**src/rtl/tlp_sink_pkg.sv**
```systemverilog
package tlp_sink_pkg;
    localparam int HIT_W = 3;

    typedef enum logic [1:0] {
        CLS_HIT       = 2'd0,
        CLS_NOBAR     = 2'd1,
        CLS_UNMATCHED = 2'd2
    } pkt_cls_e;

    typedef struct packed {
        logic             sop;
        logic             eop;
        logic             err;
        pkt_cls_e         cls;
        logic [HIT_W-1:0] hit;
    } beat_tag_t;

    typedef enum logic {
        ST_IDLE = 1'b0,
        ST_BODY = 1'b1
    } rx_state_e;
endpackage

```
**src/rtl/tlp_sink_class.sv**
```systemverilog
module tlp_sink_class
    import tlp_sink_pkg::*;
#(
    parameter int BAR_W   = 8,
    parameter int NUM_BAR = 6
) (
    input  logic [4:0]       pkt_type,
    input  logic [BAR_W-1:0] bar,
    output pkt_cls_e         cls,
    output logic [HIT_W-1:0] hit
);
    localparam int CNT_W = $clog2(NUM_BAR + 1);

    logic             routed;
    logic             rsv_set;
    logic [CNT_W-1:0] ones;
    logic [HIT_W-1:0] idx;

    assign routed  = (pkt_type[4:1] == 4'b0000) || (pkt_type == 5'b00010);
    assign rsv_set = |bar[BAR_W-1:NUM_BAR];

    always_comb begin
        ones = '0;
        idx  = '0;
        for (int i = 0; i < NUM_BAR; i++) begin
            if (bar[i]) begin
                ones = ones + CNT_W'(1);
                idx  = HIT_W'(i);
            end
        end
    end

    always_comb begin
        if (!routed) begin
            cls = CLS_NOBAR;
            hit = '0;
        end else if (rsv_set || ones != CNT_W'(1)) begin
            cls = CLS_UNMATCHED;
            hit = '0;
        end else begin
            cls = CLS_HIT;
            hit = idx;
        end
    end
endmodule

```
**src/rtl/tlp_sink_skid.sv**
```systemverilog
module tlp_sink_skid #(
    parameter int W     = 73,
    parameter int DEPTH = 4
) (
    input  logic                       clk,
    input  logic                       rst_n,
    input  logic                       push,
    input  logic [W-1:0]               wdata,
    input  logic                       pop,
    output logic [W-1:0]               rdata,
    output logic                       empty,
    output logic [$clog2(DEPTH+1)-1:0] count
);
    localparam int AW = (DEPTH > 1) ? $clog2(DEPTH) : 1;
    localparam int CW = $clog2(DEPTH + 1);
    localparam logic [AW-1:0] LAST = AW'(DEPTH - 1);

    logic [W-1:0]  mem [DEPTH];
    logic [AW-1:0] wp_q, rp_q;
    logic          do_pop;

    assign empty  = (count == '0);
    assign do_pop = pop && !empty;
    assign rdata  = mem[rp_q];

    always_ff @(posedge clk) begin
        if (push) mem[wp_q] <= wdata;
    end

    always_ff @(posedge clk) begin
        if (!rst_n) begin
            wp_q  <= '0;
            rp_q  <= '0;
            count <= '0;
        end else begin
            if (push)   wp_q <= (wp_q == LAST) ? '0 : wp_q + AW'(1);
            if (do_pop) rp_q <= (rp_q == LAST) ? '0 : rp_q + AW'(1);
            count <= count + CW'(push) - CW'(do_pop);
        end
    end
endmodule

```
**src/rtl/tlp_rx_sink.sv**
```systemverilog
module tlp_rx_sink
    import tlp_sink_pkg::*;
#(
    parameter int DATA_W  = 64,
    parameter int BAR_W   = 8,
    parameter int NUM_BAR = 6,
    parameter int DEPTH   = 4
) (
    input  logic              clk,
    input  logic              rst_n,
    input  logic              in_valid,
    input  logic              in_sop,
    input  logic              in_eop,
    input  logic              in_err,
    input  logic [BAR_W-1:0]  in_bar,
    input  logic [DATA_W-1:0] in_data,
    output logic              in_ready,
    output logic              out_valid,
    input  logic              out_ready,
    output logic [DATA_W-1:0] out_data,
    output logic              out_sop,
    output logic              out_eop,
    output logic              out_err,
    output logic [1:0]        out_cls,
    output logic [2:0]        out_hit,
    input  logic              err_clr,
    output logic              err_sticky
);
    localparam int TAG_W    = $bits(beat_tag_t);
    localparam int ENT_W    = DATA_W + TAG_W;
    localparam int CW       = $clog2(DEPTH + 1);
    localparam int TYPE_LSB = 24;
    localparam logic [CW-1:0] RDY_LIM = CW'(DEPTH - 3);

    rx_state_e        st_q, st_d;
    pkt_cls_e         cls_q, cls_now;
    logic [HIT_W-1:0] hit_q, hit_now;
    logic             perr_q;
    logic             push;
    beat_tag_t        push_tag, pop_tag;
    logic [DATA_W-1:0] pop_data;
    logic             q_empty;
    logic [CW-1:0]    q_count;

    tlp_sink_class #(.BAR_W(BAR_W), .NUM_BAR(NUM_BAR)) u_class (
        .pkt_type (in_data[TYPE_LSB +: 5]),
        .bar      (in_bar),
        .cls      (cls_now),
        .hit      (hit_now)
    );

    // state register
    always_ff @(posedge clk) begin
        if (!rst_n) st_q <= ST_IDLE;
        else        st_q <= st_d;
    end

    // transitions
    always_comb begin
        st_d = st_q;
        unique case (st_q)
            ST_IDLE: if (in_valid && in_sop && !in_eop) st_d = ST_BODY; // IDLE_TO_BODY
            ST_BODY: if (in_valid && in_eop)            st_d = ST_IDLE; // BODY_TO_IDLE
            default: st_d = ST_IDLE;
        endcase
    end

    // outputs of the machine: push strobe and tag of the beat
    always_comb begin
        push     = 1'b0;
        push_tag = '0;
        unique case (st_q)
            ST_IDLE: begin
                push         = in_valid && in_sop;  // stray beats dropped
                push_tag.cls = cls_now;
                push_tag.hit = hit_now;
                push_tag.err = in_err;
            end
            ST_BODY: begin
                push         = in_valid;
                push_tag.cls = cls_q;
                push_tag.hit = hit_q;
                push_tag.err = perr_q || in_err;
            end
            default: push = 1'b0;
        endcase
        push_tag.sop = in_sop;
        push_tag.eop = in_eop;
    end

    // per-packet context
    always_ff @(posedge clk) begin
        if (!rst_n) begin
            cls_q  <= CLS_NOBAR;
            hit_q  <= '0;
            perr_q <= 1'b0;
        end else if (push) begin
            cls_q  <= push_tag.cls;
            hit_q  <= push_tag.hit;
            perr_q <= push_tag.err;
        end
    end

    always_ff @(posedge clk) begin
        if (!rst_n)                 err_sticky <= 1'b0;
        else if (push && in_err)    err_sticky <= 1'b1;
        else if (err_clr)           err_sticky <= 1'b0;
    end

    tlp_sink_skid #(.W(ENT_W), .DEPTH(DEPTH)) u_skid (
        .clk   (clk),
        .rst_n (rst_n),
        .push  (push),
        .wdata ({in_data, push_tag}),
        .pop   (out_ready),
        .rdata ({pop_data, pop_tag}),
        .empty (q_empty),
        .count (q_count)
    );

    assign in_ready  = (q_count <= RDY_LIM);
    assign out_valid = !q_empty;
    assign out_data  = pop_data;
    assign out_sop   = pop_tag.sop;
    assign out_eop   = pop_tag.eop;
    assign out_err   = pop_tag.err;
    assign out_cls   = pop_tag.cls;
    assign out_hit   = pop_tag.hit;
endmodule

```
**config.mk**
```make
export PLATFORM = sky130hd
export DESIGN_NAME = tlp_rx_sink
export DESIGN_NICKNAME = d
export VERILOG_FILES = /design/src/rtl/tlp_sink_pkg.sv /design/src/rtl/tlp_sink_class.sv /design/src/rtl/tlp_sink_skid.sv /design/src/rtl/tlp_rx_sink.sv
export SDC_FILE = /design/constraint.sdc
export NUM_CORES = 1
export LEC_CHECK = 0
export BUFFER_PORTS_ARGS = -buffer_cell sky130_fd_sc_hd__buf_4
export CORE_UTILIZATION = 45
export DETAILED_ROUTE_END_ITERATION = 10
export HOLD_SLACK_MARGIN = 0.15
export PLACE_DENSITY = 0.71
export SLEW_MARGIN = 40
export SYNTH_ARGS = -nofsm -noshare
export SYNTH_HDL_FRONTEND = slang
export SYNTH_SLANG_ARGS = --single-unit
```
**constraint.sdc**
```tcl
create_clock -name clk -period 5.8 [get_ports clk]
set_input_delay 0.29 -clock clk [delete_from_list [all_inputs] [get_ports clk]]
set_output_delay 0.29 -clock clk [all_outputs]
set_load 0.01 [all_outputs]
```
==> impl_summary.md, run 1 <==
Setup path
The startpoint of the most critical setup path is in_bar[0]. The critical path contains buffers and inverters numbering 2 combined. The worst setup path is of the primary input to register kind. In this run the critical register-to-register path is launched from st_q. The slowest stage of the critical path belongs to the cell sky130_fd_sc_hd__o31ai_1. The terminus of the critical flop-to-flop path is err_sticky. The gate family responsible for the most delay along the worst path is adder cells. The depth of the most critical reg-to-reg path is 6. In this design, the stage delay of the slowest critical-path cell is between 0.4 and 0.5 ns.

Along the worst path, the maximum fanout reaches 7. The critical path goes through buf_4 -> inv_1 -> ha_1 -> xor2_1 -> ha_1 -> nand2_1 -> nand2_1 -> ha_1 -> nor2_1 -> a21oi_1 -> ha_1 -> nor3b_1 -> o21ai_0 -> a32oi_2 -> nand3_2 -> o31ai_1. The worst setup path is launched from a primary input. The cell occurring most often along the worst timing path is sky130_fd_sc_hd__ha_1. At the worst endpoint, the required time is approximately 6.1 ns.

The critical path arrival is 3.72 ns. The worst-case register-to-register setup slack is approximately 3.2 ns. The worst setup path is captured at a register.

Synth
The number of enable flip-flop cells after synthesis is 288. By area, the combinational part of the netlist is dominated by multiplexers. The total number of yosys warnings is 0. The mean post-synth cell area is about 22 µm². Of the total synthesized cell area, the portion taken by XOR and XNOR cells is less than 1%. By area the synthesized netlist is led by sky130_fd_sc_hd__edfxtp_1 (75%), sky130_fd_sc_hd__mux4_2 (14%), sky130_fd_sc_hd__dfxtp_1 (3.0%).

The fraction of synthesized area in multiplexers is around 14%. In the synthesized netlist the async set-or-reset flop fraction comes to 0%. The cell type contributing the most total cell area after synthesis is sky130_fd_sc_hd__edfxtp_1. The number of synthesized register bits is roughly 310. After Yosys synthesis, and, or, nand and nor cells account for about 2.5% of the synthesized area. The gate count of the mapped netlist is 523.

After synthesis, the netlist uses 41 different library cells. The area share of the leading cell type in the synthesized netlist is 75.01%. The adder-cell area share of the yosys netlist is under 10%.

Summing the areas of all compound-gate instances in the mapped netlist gives under 10% of the synthesized area. The leading register cell type out of synthesis is sky130_fd_sc_hd__edfxtp_1. The summed instance area of the synthesized netlist is between 0.01 and 0.015 mm².

The share of the Yosys chip area taken by registers is ~78%. When the netlist entered floorplanning its net count stood at around 620.

GRT
The number of antenna violations at the first check in global routing is 0. Entering global routing, the biggest net connects between 50 and 60 pins. The number of global-route vias before repair was between 6000 and 7000. The global-route wire length before repair is approximately 35000 µm. The total global routing track utilization is between 15 and 20%. The residual overflow from global routing is 0.

Routing
The detailed-route via count is between 5000 and 6000. After detailed routing, the total wire length is approximately 22000 µm. The detail-routed via count per cell is between 5 and 6. After the first detailed-routing iteration, the DRC count stood at 482. The post-detailed-route wirelength per cell is roughly 20 µm. Once detail routing completed, the nets flagged for antenna violations numbered 0. The number of iterations in the first detailed-routing pass is 5.

The post-detailed-route DRC marker count is 0.

Worst hold path
The class of the most critical hold timing path is primary input to register. The count of cells along the worst hold path is 4. The worst hold path begins at in_bar[5]. For hold timing, the worst endpoint is hit_q[1].

Timing
The final sum of negative setup slack is 0 ns. The share of the cycle needed by the critical path after routing is ~59%. The number of slew-limit violations in the final report is 0.

Setup violations remaining at the end of the flow were counted as 0. The tightest hold path in the finished design has a slack of ~0.19 ns. For the pin with the worst max-slew slack, the measured transition is ~0.63 ns. Setup repair after global routing left no endpoint under its margin. Between clock sinks in the finished design, the worst skew comes to a little over 0.009 ns. The achievable clock frequency is 291.2 MHz.

The relative slew slack is between 50% and 60%. The worst path needs around 3.4 ns of the cycle, external delays included. The final hold violation count came to 0.

Power and ir drop
The switching power is 1318 µW. VDD sags by at most 0.3085 mV. Per report_power, the clock group accounts for a little under two fifths of the total. Combinational logic burns ~18% of the power. The switching power as a share of total power is between 20% and 30%. Dividing total power by cell area gives a power density of approximately 370 mW/mm². The internal power contribution is ~4300 µW. The leakage component of the power is ~0.0052 µW. The proportion of power drawn by flip-flops and latches is between 40 and 50%.

Floorplanning
The die covers around 0.026 mm². The die is approximately 160 µm tall. The floorplan row count is between 50 and 60. The region available for standard cell placement spans 0.02518 mm².

Once the floorplan was initialized, standard cells occupied 45.79% of the core. The width of the die is between 150 and 200 µm. The I/O pin count is around 160.

Clock network
The clock sink count is between 300 and 400. Clock-pin slew was measured on the worst setup and hold paths at 0.06 ns. The total number of H-tree levels is 1. The CTS tree is done. The maximum buffer depth of the clock tree is 3. The clock reaches the later pin of the worst-skew pair after ~0.54 ns. Buffers inserted during clock tree synthesis total 31.

The tree is rooted in a sky130_fd_sc_hd__clkbuf_16.

Placed design
The number of I/O port buffers is 154. The post-placement cell count is ~1000. The detailed-placement wirelength estimate is roughly 14000 µm.

The congestion estimate from routability-driven global placement came to 0.7730.

Final layout
The number of diodes is 0. In the final layout, the share of cells above drive strength 1 is about two fifths. For this run, the number of standard cells in the final layout without fillers is 1130. The layout-stage area growth over the synthesis result is 30.46%. The net total in the final layout is 869.

Job
The tool flagged a number of max-cap violations equal to 0.

Outcome
The flow ran to the end, and the final reports show no timing, DRC or antenna violations.
==> per-stage QoR <==
step | power (µW) | setup slack [ns] | cell area (µm²) | util, %
final | 5614 | 2.366 | 15040 | 59.73
after global routing | 5826 | 2.141 | 15040 | 59.73
after CTS | 5680 | 2.538 | 15040 | 59.72
after detailed placement | 3575 | 1.969 | 13200 | 52.42
after global placement | 3533 | 2.357 | 13040 | 51.79
after floorplan | 3143 | 2.629 | 11530 | -
==> logic make-up (layout without fill, tap and decap cells) <==
group | count (synthesis) | in the layout
multiplexers | 72 | 72
adder cells (fa/ha/maj) | 14 | 14
AO/OA/AOI/OAI | 30 | 30
buffers and inverters | 37 | 314
AND/OR/NAND/NOR | 58 | 58
flip-flops | 305 | 305
XOR/XNOR | 7 | 7
==> power by group through the flow <==
stage                     Sequential [µW]  Combinational, µW  Clock [µW]
final                                2550               1000        2060
after floorplan                      2550                597           0
after CTS                            2560               1020        2110
after detailed placement             2600                972           0
after global placement               2600                935           0
after global routing                 2560               1080        2180
==> routing by layer <==
layer  GRT usage (%)  up-vias  part of all wire, %
met5               0        -                    0
met4           4.374        0                  1.5
met3           2.988       34                  5.4
met2           30.41      194                   51
met1           22.30     3090                   42
li1                -     2658                    -
==> worst register-to-register path, delay by kind of cell (launching register included) <==
| family | cells | cell delay [ns] |
|---|---|---|
| buffers and inverters | 3 | 1.31 |
| AO/OA/AOI/OAI | 2 | 0.68 |
| flip-flops | 1 | 0.42 |
| AND/OR/NAND/NOR | 1 | 0.05 |
==> how the worst max path moves through the flow <==
stage / depth (start not counted) / slack (ns) / end
floorplan: 14 / 2.63 / u_skid.mem[0][0]
global placement: 15 / 2.36 / u_skid.mem[0][1]
detailed placement: 16 / 1.97 / u_skid.mem[0][0]
CTS: 16 / 2.54 / u_skid.mem[1][0]
global route: 16 / 2.14 / u_skid.mem[3][2]
finish: 16 / 2.37 / u_skid.mem[0][0]
==> timing repair <==
item                                    in CTS  in global routing
hold endpoints to repair                   285                  0
gates resized for setup                      0                  0
buffers inserted                             0                  0
hold buffers                                75                  0
endpoints found under the setup margin       0                  0
==> layout by cell type (no fill, tap or decap), types with 3 or more instances in the layout <==
cell type,instances
sky130_fd_sc_hd__mux4_2,72
sky130_fd_sc_hd__nor2b_1,4
sky130_fd_sc_hd__nor2_1,9
sky130_fd_sc_hd__clkinv_4,4
sky130_fd_sc_hd__clkinv_1,4
sky130_fd_sc_hd__nor3b_1,3
sky130_fd_sc_hd__clkinvlp_4,5
sky130_fd_sc_hd__clkinv_2,6
sky130_fd_sc_hd__buf_4,156
sky130_fd_sc_hd__and2_1,4
sky130_fd_sc_hd__buf_12,8
sky130_fd_sc_hd__and2_4,4
sky130_fd_sc_hd__edfxtp_1,288
sky130_fd_sc_hd__clkbuf_16,31
sky130_fd_sc_hd__nand2_1,24
sky130_fd_sc_hd__xnor2_1,3
sky130_fd_sc_hd__dfxtp_1,15
sky130_fd_sc_hd__bufinv_16,6
sky130_fd_sc_hd__inv_1,13
sky130_fd_sc_hd__ha_1,13
sky130_fd_sc_hd__o21ai_0,4
sky130_fd_sc_hd__dlygate4sd3_1,75
sky130_fd_sc_hd__o31ai_1,6
sky130_fd_sc_hd__inv_2,3
sky130_fd_sc_hd__a21oi_1,6
==> sequential cells by signal (all words and copies together) (netlist names), named ones only <==
register / count
cls_q: 2
err_sticky: 1
hit_q: 3
perr_q: 1
st_q: 1
u_skid.count: 3
u_skid.mem: 288
u_skid.rp_q: 2
u_skid.wp_q: 2
==> layout make-up <==
class / count / area, µm²
fillers: 1765 / 10140
flip-flops and latches: 305 / 8996
multi-input cells: 181 / 2394
repair buffers: 240 / 2093
clock buffers: 32 / 779.5
well taps: 330 / 412.9
clock inverters: 26 / 306.5
inverters: 16 / 60.06
==> cell usage after synthesis, types with 2 or more instances <==
| cell | n |
|---|---|
| sky130_fd_sc_hd__nand2_1 | 24 |
| sky130_fd_sc_hd__mux4_2 | 72 |
| sky130_fd_sc_hd__xnor2_1 | 3 |
| sky130_fd_sc_hd__a21boi_1 | 2 |
| sky130_fd_sc_hd__dfxtp_1 | 17 |
| sky130_fd_sc_hd__o31ai_1 | 6 |
| sky130_fd_sc_hd__or3_1 | 2 |
| sky130_fd_sc_hd__and2_1 | 8 |
| sky130_fd_sc_hd__buf_2 | 9 |
| sky130_fd_sc_hd__nor2_1 | 9 |
| sky130_fd_sc_hd__nor3_1 | 2 |
| sky130_fd_sc_hd__nor3b_1 | 3 |
| sky130_fd_sc_hd__edfxtp_1 | 288 |
| sky130_fd_sc_hd__o21ai_1 | 2 |
| sky130_fd_sc_hd__inv_1 | 13 |
| sky130_fd_sc_hd__inv_2 | 3 |
| sky130_fd_sc_hd__o21a_1 | 2 |
| sky130_fd_sc_hd__o21ai_0 | 4 |
| sky130_fd_sc_hd__nor2b_1 | 4 |
| sky130_fd_sc_hd__nand3_1 | 2 |
| sky130_fd_sc_hd__a21oi_1 | 6 |
| sky130_fd_sc_hd__xor2_1 | 2 |
| sky130_fd_sc_hd__clkbuf_1 | 10 |
| sky130_fd_sc_hd__ha_1 | 13 |
No activity file was read; power rests on OpenSTA's default activity.
==> run 2, diff against run 1 <==
==> constraint.sdc (replaced) <==
create_clock -name clk -period 3.2 [get_ports clk]
set_input_delay 0.16 -clock clk [delete_from_list [all_inputs] [get_ports clk]]
set_output_delay 0.16 -clock clk [all_outputs]
set_load 0.01 [all_outputs]
==> impl_summary.md, run 2 (synthesized netlist as in run 1, its figures left out) <==
Timing
The number of slew-limit violations in the final report is 0 (unchanged). The achievable clock frequency is about 330 MHz. The share of the cycle needed by the critical path after routing is a little over nine tenths. The final hold violation count is 0 (unchanged).

Setup repair after global routing left no endpoint under its margin. The measured slew at the worst slew-check pin is 0.6194 ns (-0.01090 ns). The relative slew slack is 58.70% (+0.73 points). The final sum of negative setup slack is 0 ns (unchanged). The minimum clock period is between 3 and 4 ns. The final setup violation count is 0 (unchanged).

The final setup skew is 0.008641 ns (-0.0006332 ns). The smallest hold slack was 0.2334 ns (+0.03932 ns).

Setup path
The biggest fanout along the worst timing path is 3 (-4). The category of the worst setup path capture point is a register. The critical path is of the primary input to register type. The terminus of the critical flop-to-flop path is u_skid.count[2].

The depth of the most critical reg-to-reg path is 10 (+4). The worst path required time is 3.63 ns (-2.45 ns). The worst-case register-to-register setup slack is 0.96 ns (-2.27 ns). In this run the critical register-to-register path is launched from u_skid.count[1].

The critical path arrival came to 3.46 ns (-0.26 ns). The critical path startpoint category is a primary input.

Final layout
The net total in the final layout came to 875 (+0.69%). The number of diodes is 0 (unchanged). Leaving out fill and tap cells, the most frequent cells in the layout are sky130_fd_sc_hd__edfxtp_1 (288), sky130_fd_sc_hd__buf_4 (163), sky130_fd_sc_hd__dlygate4sd3_1 (79). The post-route core utilization is 59.68% (about the same). The largest registers in the layout are u_skid.mem: 288 flops, hit_q: 3 flops, u_skid.count: 3 flops. The fraction of final layout cells with drive strength greater than 1 came to 38.26% (about the same). The layout-stage area growth over the synthesis result is 30.34% (about the same). The layout filler cell count came to 1760 (-0.28%). Leaving out fill and tap cells, the most frequent cell in the layout is sky130_fd_sc_hd__edfxtp_1.

The register containing the most flip-flops in the final layout is u_skid.mem. The number of flip-flops in the largest register is 288 (unchanged).

Worst hold path
The startpoint identified for the worst hold timing path is in_bar[1]. The path class of the tightest hold or removal check is primary input to register. The count of cells along the worst hold path is 5 (+1). The path with the worst hold slack has its endpoint at hit_q[0].

Floorplanning
The vertical extent of the die was 162.1 µm (unchanged). The width of the die is 162.1 µm (unchanged). The initial core utilization is 45.79% (unchanged). The placeable core area is 0.02518 mm² (unchanged). The area enclosed by the die boundary is 0.02627 mm² (unchanged). The I/O pin count is 155 (unchanged). The floorplan row count is 58 (unchanged).

Clock network
The latest clock arrival within the worst-skew pair is 0.54 ns (about the same). The maximum buffer depth of the clock tree is 3 (unchanged). The clock sink count is 305 (unchanged). TritonCTS built the clock tree. The clock-pin slew on the worst setup and hold paths came to 0.07 ns (about the same).

The total number of H-tree levels is 1 (unchanged). The number of buffers created by CTS is 30 (-3.2%). Clock tree synthesis selected as its root buffer the cell sky130_fd_sc_hd__clkbuf_16.

The number of post-CTS setup repair buffers came to 0 (unchanged).

Placed design
The routability congestion estimate came to 0.7745 (+0.19%). The detailed-placement wirelength estimate is 13640 µm (-2.3%). The number of I/O port buffers is 154 (unchanged).

Job
The max capacitance violation total came to 0 (unchanged).

Routing
The violation count after the first detailed-routing iteration was 394 (-18%). The final routed wirelength across all metal layers is 22370 µm (-0.30%). The post-detailed-route wirelength per cell is 19.71 µm (-0.74%). The number of iterations in the first detailed-routing pass came to 4 (-1). The detail-routed via count per cell came to 5.199 (-1.7%). The post-detailed-route DRC marker count is 0 (unchanged). The remaining number of nets flagged by the antenna check after routing came to 0 (unchanged).

The detailed-route via count is 5901 (-1.3%).

Power and ir drop
The leakage component of the power came to 0.005172 µW (+0.31%). The internal power contribution is 7708 µW (+79%). The peak supply drop is 0.3920 mV (+27%). The switching power is 2364 µW (+79%). The power density of the placed cells is 670.3 mW/mm² (+80%). The proportion of power drawn by flip-flops and latches is 45.9% (+0.4 points). The combinational share of power is 18.1% (+0.3 points). The part of the power in the clock network came to 35.9% (-0.8 points).

The switching power as a share of total power is 23.47% (about the same).

GRT
The residual overflow from global routing is 0 (unchanged). The total global routing track utilization is 17.30% (about the same). The global-route wire length before repair is 34530 µm (-0.26%).

The number of global-route vias before repair was 6475 (+2.3%). The number of antenna violations at the first check in global routing is 0 (unchanged). The pin count of the biggest net entering global routing was 45 (-22%).

Outcome
The run finished with clean final reports.
## run 2: power by group through the flow
| stage | sequential (µW) | clock [µW] | combinational, µW |
|---|---|---|---|
| after CTS | 4630 | 3710 | 1860 |
| final | 4630 | 3620 | 1830 |
| after global placement | 4710 | 0 | 1720 |
| after detailed placement | 4720 | 0 | 1770 |
| after global routing | 4650 | 3870 | 1960 |
| after floorplan | 4610 | 0 | 1080 |
## run 2: how the worst max path moves through the flow
stage | slack, ns | cells after the start | to | startpoint
6_report | 0.17 | 16 | cls_q[1] | in_bar[0]
5_1_grt | 0.04 | 16 | cls_q[1] | in_bar[1]
4_1_cts | 0.22 | 16 | cls_q[1] | in_bar[1]
3_5_place_dp | -0.24 | 17 | u_skid.mem[0][0] | in_bar[1]
3_3_place_gp | -0.03 | 16 | u_skid.mem[0][0] | in_bar[0]
2_1_floorplan | 0.14 | 4 | u_skid.mem[0][0] | st_q
## run 2: final cells by class
cell class	instances	area (µm²)	area share, %
flip-flops and latches	305	8996	59.86
multi-input cells	181	2399	15.96
repair buffers	247	2115	14.07
clock buffers	31	775.7	5.162
well taps	330	412.9	2.747
clock inverters	25	270.3	1.798
inverters	16	60.06	0.3996
## run 2: repair_timing
| action | in CTS | in global routing |
|---|---|---|
| endpoints found under the hold margin | 285 | 0 |
| gates resized for setup | 0 | 1 |
| setup endpoints to repair | 0 | 4 |
| hold buffers | 79 | 0 |
## run 2: stage by stage
| step | worst slack [ns] | power (µW) | cell area [µm²] | instances |
|---|---|---|---|---|
| after floorplan | 0.1379 | 5697 | 11530 | 523 |
| after global placement | -0.02550 | 6427 | 13190 | 1000 |
| after detailed placement | -0.2363 | 6489 | 13190 | 1000 |
| after CTS | 0.2217 | 10200 | 15020 | 1135 |
| after global routing | 0.04249 | 10470 | 15030 | 1135 |
| final | 0.1677 | 10070 | 15030 | 1135 |
## run 2: critical path, cell delays in order
cell                            delay [ns]
sky130_fd_sc_hd__buf_4                0.09
sky130_fd_sc_hd__inv_1                0.04
sky130_fd_sc_hd__ha_1                 0.33
sky130_fd_sc_hd__xor2_1               0.19
sky130_fd_sc_hd__ha_1                 0.29
sky130_fd_sc_hd__nand2_1              0.10
sky130_fd_sc_hd__nand2_1              0.09
sky130_fd_sc_hd__ha_1                 0.30
sky130_fd_sc_hd__nor2_1               0.09
sky130_fd_sc_hd__a21oi_1              0.05
sky130_fd_sc_hd__ha_1                 0.34
sky130_fd_sc_hd__nor3b_2              0.24
sky130_fd_sc_hd__o21ai_0              0.15
sky130_fd_sc_hd__a32oi_2              0.27
sky130_fd_sc_hd__a41oi_1              0.15
sky130_fd_sc_hd__dlygate4sd3_1        0.57
## run 2: metal layers
metal  global-route usage, %  part of all wire, %  vias to the layer above
met3                   3.218                  6.2                       33
met5                       0                    0                        -
met2                   30.34                   52                      203
li1                        -                    -                     2664
met4                   4.803                  1.8                        0
met1                   22.06                   40                     3001
==> run 3, diff against run 2 <==
--- a/config.mk
+++ b/config.mk
@@ -6,7 +6,9 @@
 export NUM_CORES = 1
 export LEC_CHECK = 0
 export BUFFER_PORTS_ARGS = -buffer_cell sky130_fd_sc_hd__buf_4
+export CORE_MARGIN = 5
 export CORE_UTILIZATION = 45
+export CTS_BUF_LIST = sky130_fd_sc_hd__clkbuf_8
 export DETAILED_ROUTE_END_ITERATION = 10
 export HOLD_SLACK_MARGIN = 0.15
 export PLACE_DENSITY = 0.71
==> impl_summary.md, run 3 (synthesized netlist as in run 1, its figures left out) <==
Power and ir drop
The switching power as a share of total power is 24.61% (+1.1 points). The final total power is 9320 µW (-7.5%). The proportion of power drawn by flip-flops and latches is 49.6% (+3.7 points). The switching power came to 2294 µW (-3.0%). The power density of the placed cells is 626.0 mW/mm² (-6.6%).

The peak supply drop is 0.2885 mV (-26%). The combinational share of power is 20.0% (+1.9 points). The leakage component of the power is 0.005211 µW (+0.76%). The part of the power in the clock network came to 30.4% (-5.5 points). The internal power contribution is 7026 µW (-8.9%).

Floorplanning
The floorplan row count is 58 (unchanged). The width of the die is 170.1 µm (+4.9%). The I/O pin count is 155 (unchanged). The placeable core area is 0.02518 mm² (unchanged).

The initial core utilization is 45.79% (unchanged). The vertical extent of the die is 170.1 µm (+4.9%). The area enclosed by the die boundary is 0.02892 mm² (+10%).

Final layout
The area taken by flip-flops and latches is 0.008996 mm² (unchanged). u_skid.mem holds more flip-flops than any other register. The layout filler cell count is 1797 (+2.1%).

The number of diodes is 0 (unchanged). Leaving out fill and tap cells, the most frequent cell in the layout is sky130_fd_sc_hd__edfxtp_1. The library cells used most frequently in the layout, excluding fill and tap cells, are sky130_fd_sc_hd__edfxtp_1 (288), sky130_fd_sc_hd__buf_4 (165), sky130_fd_sc_hd__dlygate4sd3_1 (80). In the final layout, the registers with the most flip-flops are u_skid.mem: 288 flops, hit_q: 3 flops, u_skid.count: 3 flops. The number of flip-flops in the largest register is 288 (unchanged). The net total in the final layout is 896 (+2.4%). The total non-filler cell area in the finished layout is 0.01489 mm² (-0.93%).

The area growth from synthesis to layout is 29.13%. The total area of multi-input combinational cells is 0.002399 mm² (unchanged). The fraction of final layout cells with drive strength greater than 1 is 37.99% (-0.27 points).

Placed design
The detailed-placement wirelength estimate came to 14800 µm (+8.5%). The routability congestion estimate is 0.8115 (+4.8%). The number of I/O port buffers was 154 (unchanged).

The placed standard-cell area is 0.01324 mm² (+0.42%).

Clock network
The CTS tree is done. The clock sink count is 305 (unchanged). The root buffer cell is sky130_fd_sc_hd__clkbuf_8. The latest clock arrival within the worst-skew pair is 0.53 ns (about the same).

The number of buffers created by CTS came to 46 (+53%). The total number of H-tree levels came to 2 (+1). The clock-pin slew on the worst setup and hold paths was 0.06 ns (about the same).

The maximum buffer depth of the clock tree was 3 (unchanged).

Timing
The achievable clock frequency is 331.1 MHz (+0.39%). The final hold violation count is 0 (unchanged). The number of slew-limit violations in the final report is 0 (unchanged).

The relative slew slack is 58.24% (-0.47 points). Setup repair after global routing left no endpoint under its margin. The share of the cycle needed by the critical path after routing came to 94.40% (-0.36 points). The final setup violation count is 0 (unchanged). The final setup skew is 0.01041 ns (+0.001773 ns).

The minimum clock period is 3.021 ns (-0.01165 ns). The measured slew at the worst slew-check pin is 0.6265 ns (+0.007020 ns).

GRT
The number of global-route vias before repair came to 6583 (+1.7%). The total global routing track utilization is 16.09% (-1.2 points). The pin count of the biggest net entering global routing is 43 (-4.4%).

The global-route wire length before repair is 36240 µm (+4.9%). The number of antenna violations at the first check in global routing is 0 (unchanged). The residual overflow from global routing is 0 (unchanged).

Setup path
The worst path required time is 3.61 ns (-0.02 ns). The cell occurring most often along the worst timing path is sky130_fd_sc_hd__ha_1. The signal on the critical path passes through buf_4 -> inv_1 -> ha_1 -> xor2_1 -> ha_1 -> nand2_1 -> nand2_1 -> ha_1 -> nor2_1 -> a21oi_1 -> ha_1 -> nor3b_1 -> o21ai_0 -> a32oi_2 -> a41oi_1 -> dlygate4sd3_1. The category of the worst setup path capture point is a register. The critical path arrival is 3.43 ns (-0.03 ns).

The worst stage delay on the critical path is 0.57 ns (about the same). The cell with the largest stage delay on the worst path is sky130_fd_sc_hd__dlygate4sd3_1. The biggest fanout along the worst timing path is 3 (unchanged). The critical path is of the primary input to register type.

STA classifies the critical path startpoint as a primary input.

Routing
The detail-routed via count per cell came to 5.171 (-0.53%). The post-detailed-route DRC marker count was 0 (unchanged). The detailed-route via count is 6035 (+2.3%). The number of iterations in the first detailed-routing pass was 5 (+1).

The remaining number of nets flagged by the antenna check after routing came to 0 (unchanged). The final routed wirelength across all metal layers is 23460 µm (+4.9%). The post-detailed-route wirelength per cell is 20.10 µm (+2.0%). The violation count after the first detailed-routing iteration is 414 (+5.1%).

Job
The max capacitance violation total is 0 (unchanged).

Worst hold path
The path class of the tightest hold or removal check is primary input to register.

Outcome
The flow ran to the end, and the final reports show no timing, DRC or antenna violations.
-- run 3: area by class of cell --
type | count | share of cell area (%)
Tap cell | 330 | 2.773
Clock buffer | 52 | 4.807
Sequential cell | 305 | 60.43
Inverter | 16 | 0.4034
Clock inverter | 31 | 0.8404
Timing Repair Buffer | 252 | 14.64
Multi-Input combinational cell | 181 | 16.11
-- run 3: metrics by stage --
stage	std cells	util [%]	setup WS [ns]	hold WS (ns)	TNS, ns
floorplan	523	-	0.1379	0.2589	0
global placement	1004	52.58	-0.07741	0.3584	-0.6478
detailed placement	1004	52.58	-0.3038	0.3660	-3.108
CTS	1167	59.10	0.2467	0.1974	0
global route	1167	59.12	0.007010	0.2932	0
finish	1167	59.12	0.1793	0.2597	0
-- run 3: power by group through the flow --
stage	clock (µW)	combinational (µW)	sequential [µW]
final	2830	1860	4630
after floorplan	0	1080	4610
after global placement	0	1760	4700
after CTS	2910	1900	4630
after global routing	3120	2000	4650
after detailed placement	0	1810	4720
-- run 3: layer usage --
| metal | global-route usage (%) | part of all wire, % | vias to the layer above |
|---|---|---|---|
| li1 | - | - | 2713 |
| met1 | 20.76 | 40 | 3114 |
| met2 | 27.91 | 52 | 180 |
| met3 | 3.856 | 6.5 | 28 |
| met4 | 3.715 | 1.2 | 0 |
| met5 | 0 | 0 | - |
-- run 3: worst paths after layout --
path                            slack, ns    endpoint      start  cells after the start
worst max-delay path                 0.18    cls_q[1]  in_bar[0]                     16
worst max register to register       0.66  err_sticky       st_q                      6
worst min-delay path                 0.26    hit_q[0]  in_bar[1]                      5
worst min register to register       0.47    hit_q[1]   hit_q[1]                      2
-- run 3: timing repair --
item / in CTS / in global routing
endpoints found under the setup margin: 0 / 4
hold endpoints to repair: 285 / 0
buffers inserted: 0 / 0
hold buffers: 80 / 0
gates resized for setup: 0 / 1
-- run 3: worst max-delay path, delay by kind of cell --
family	cells	cell delay (ns)
buffers and inverters	3	0.70
xor gates and xnor gates	1	0.25
adders and majority gates	4	1.25
and+or+nand+nor	4	0.48
AOI/OAI and AO/OA	4	0.59
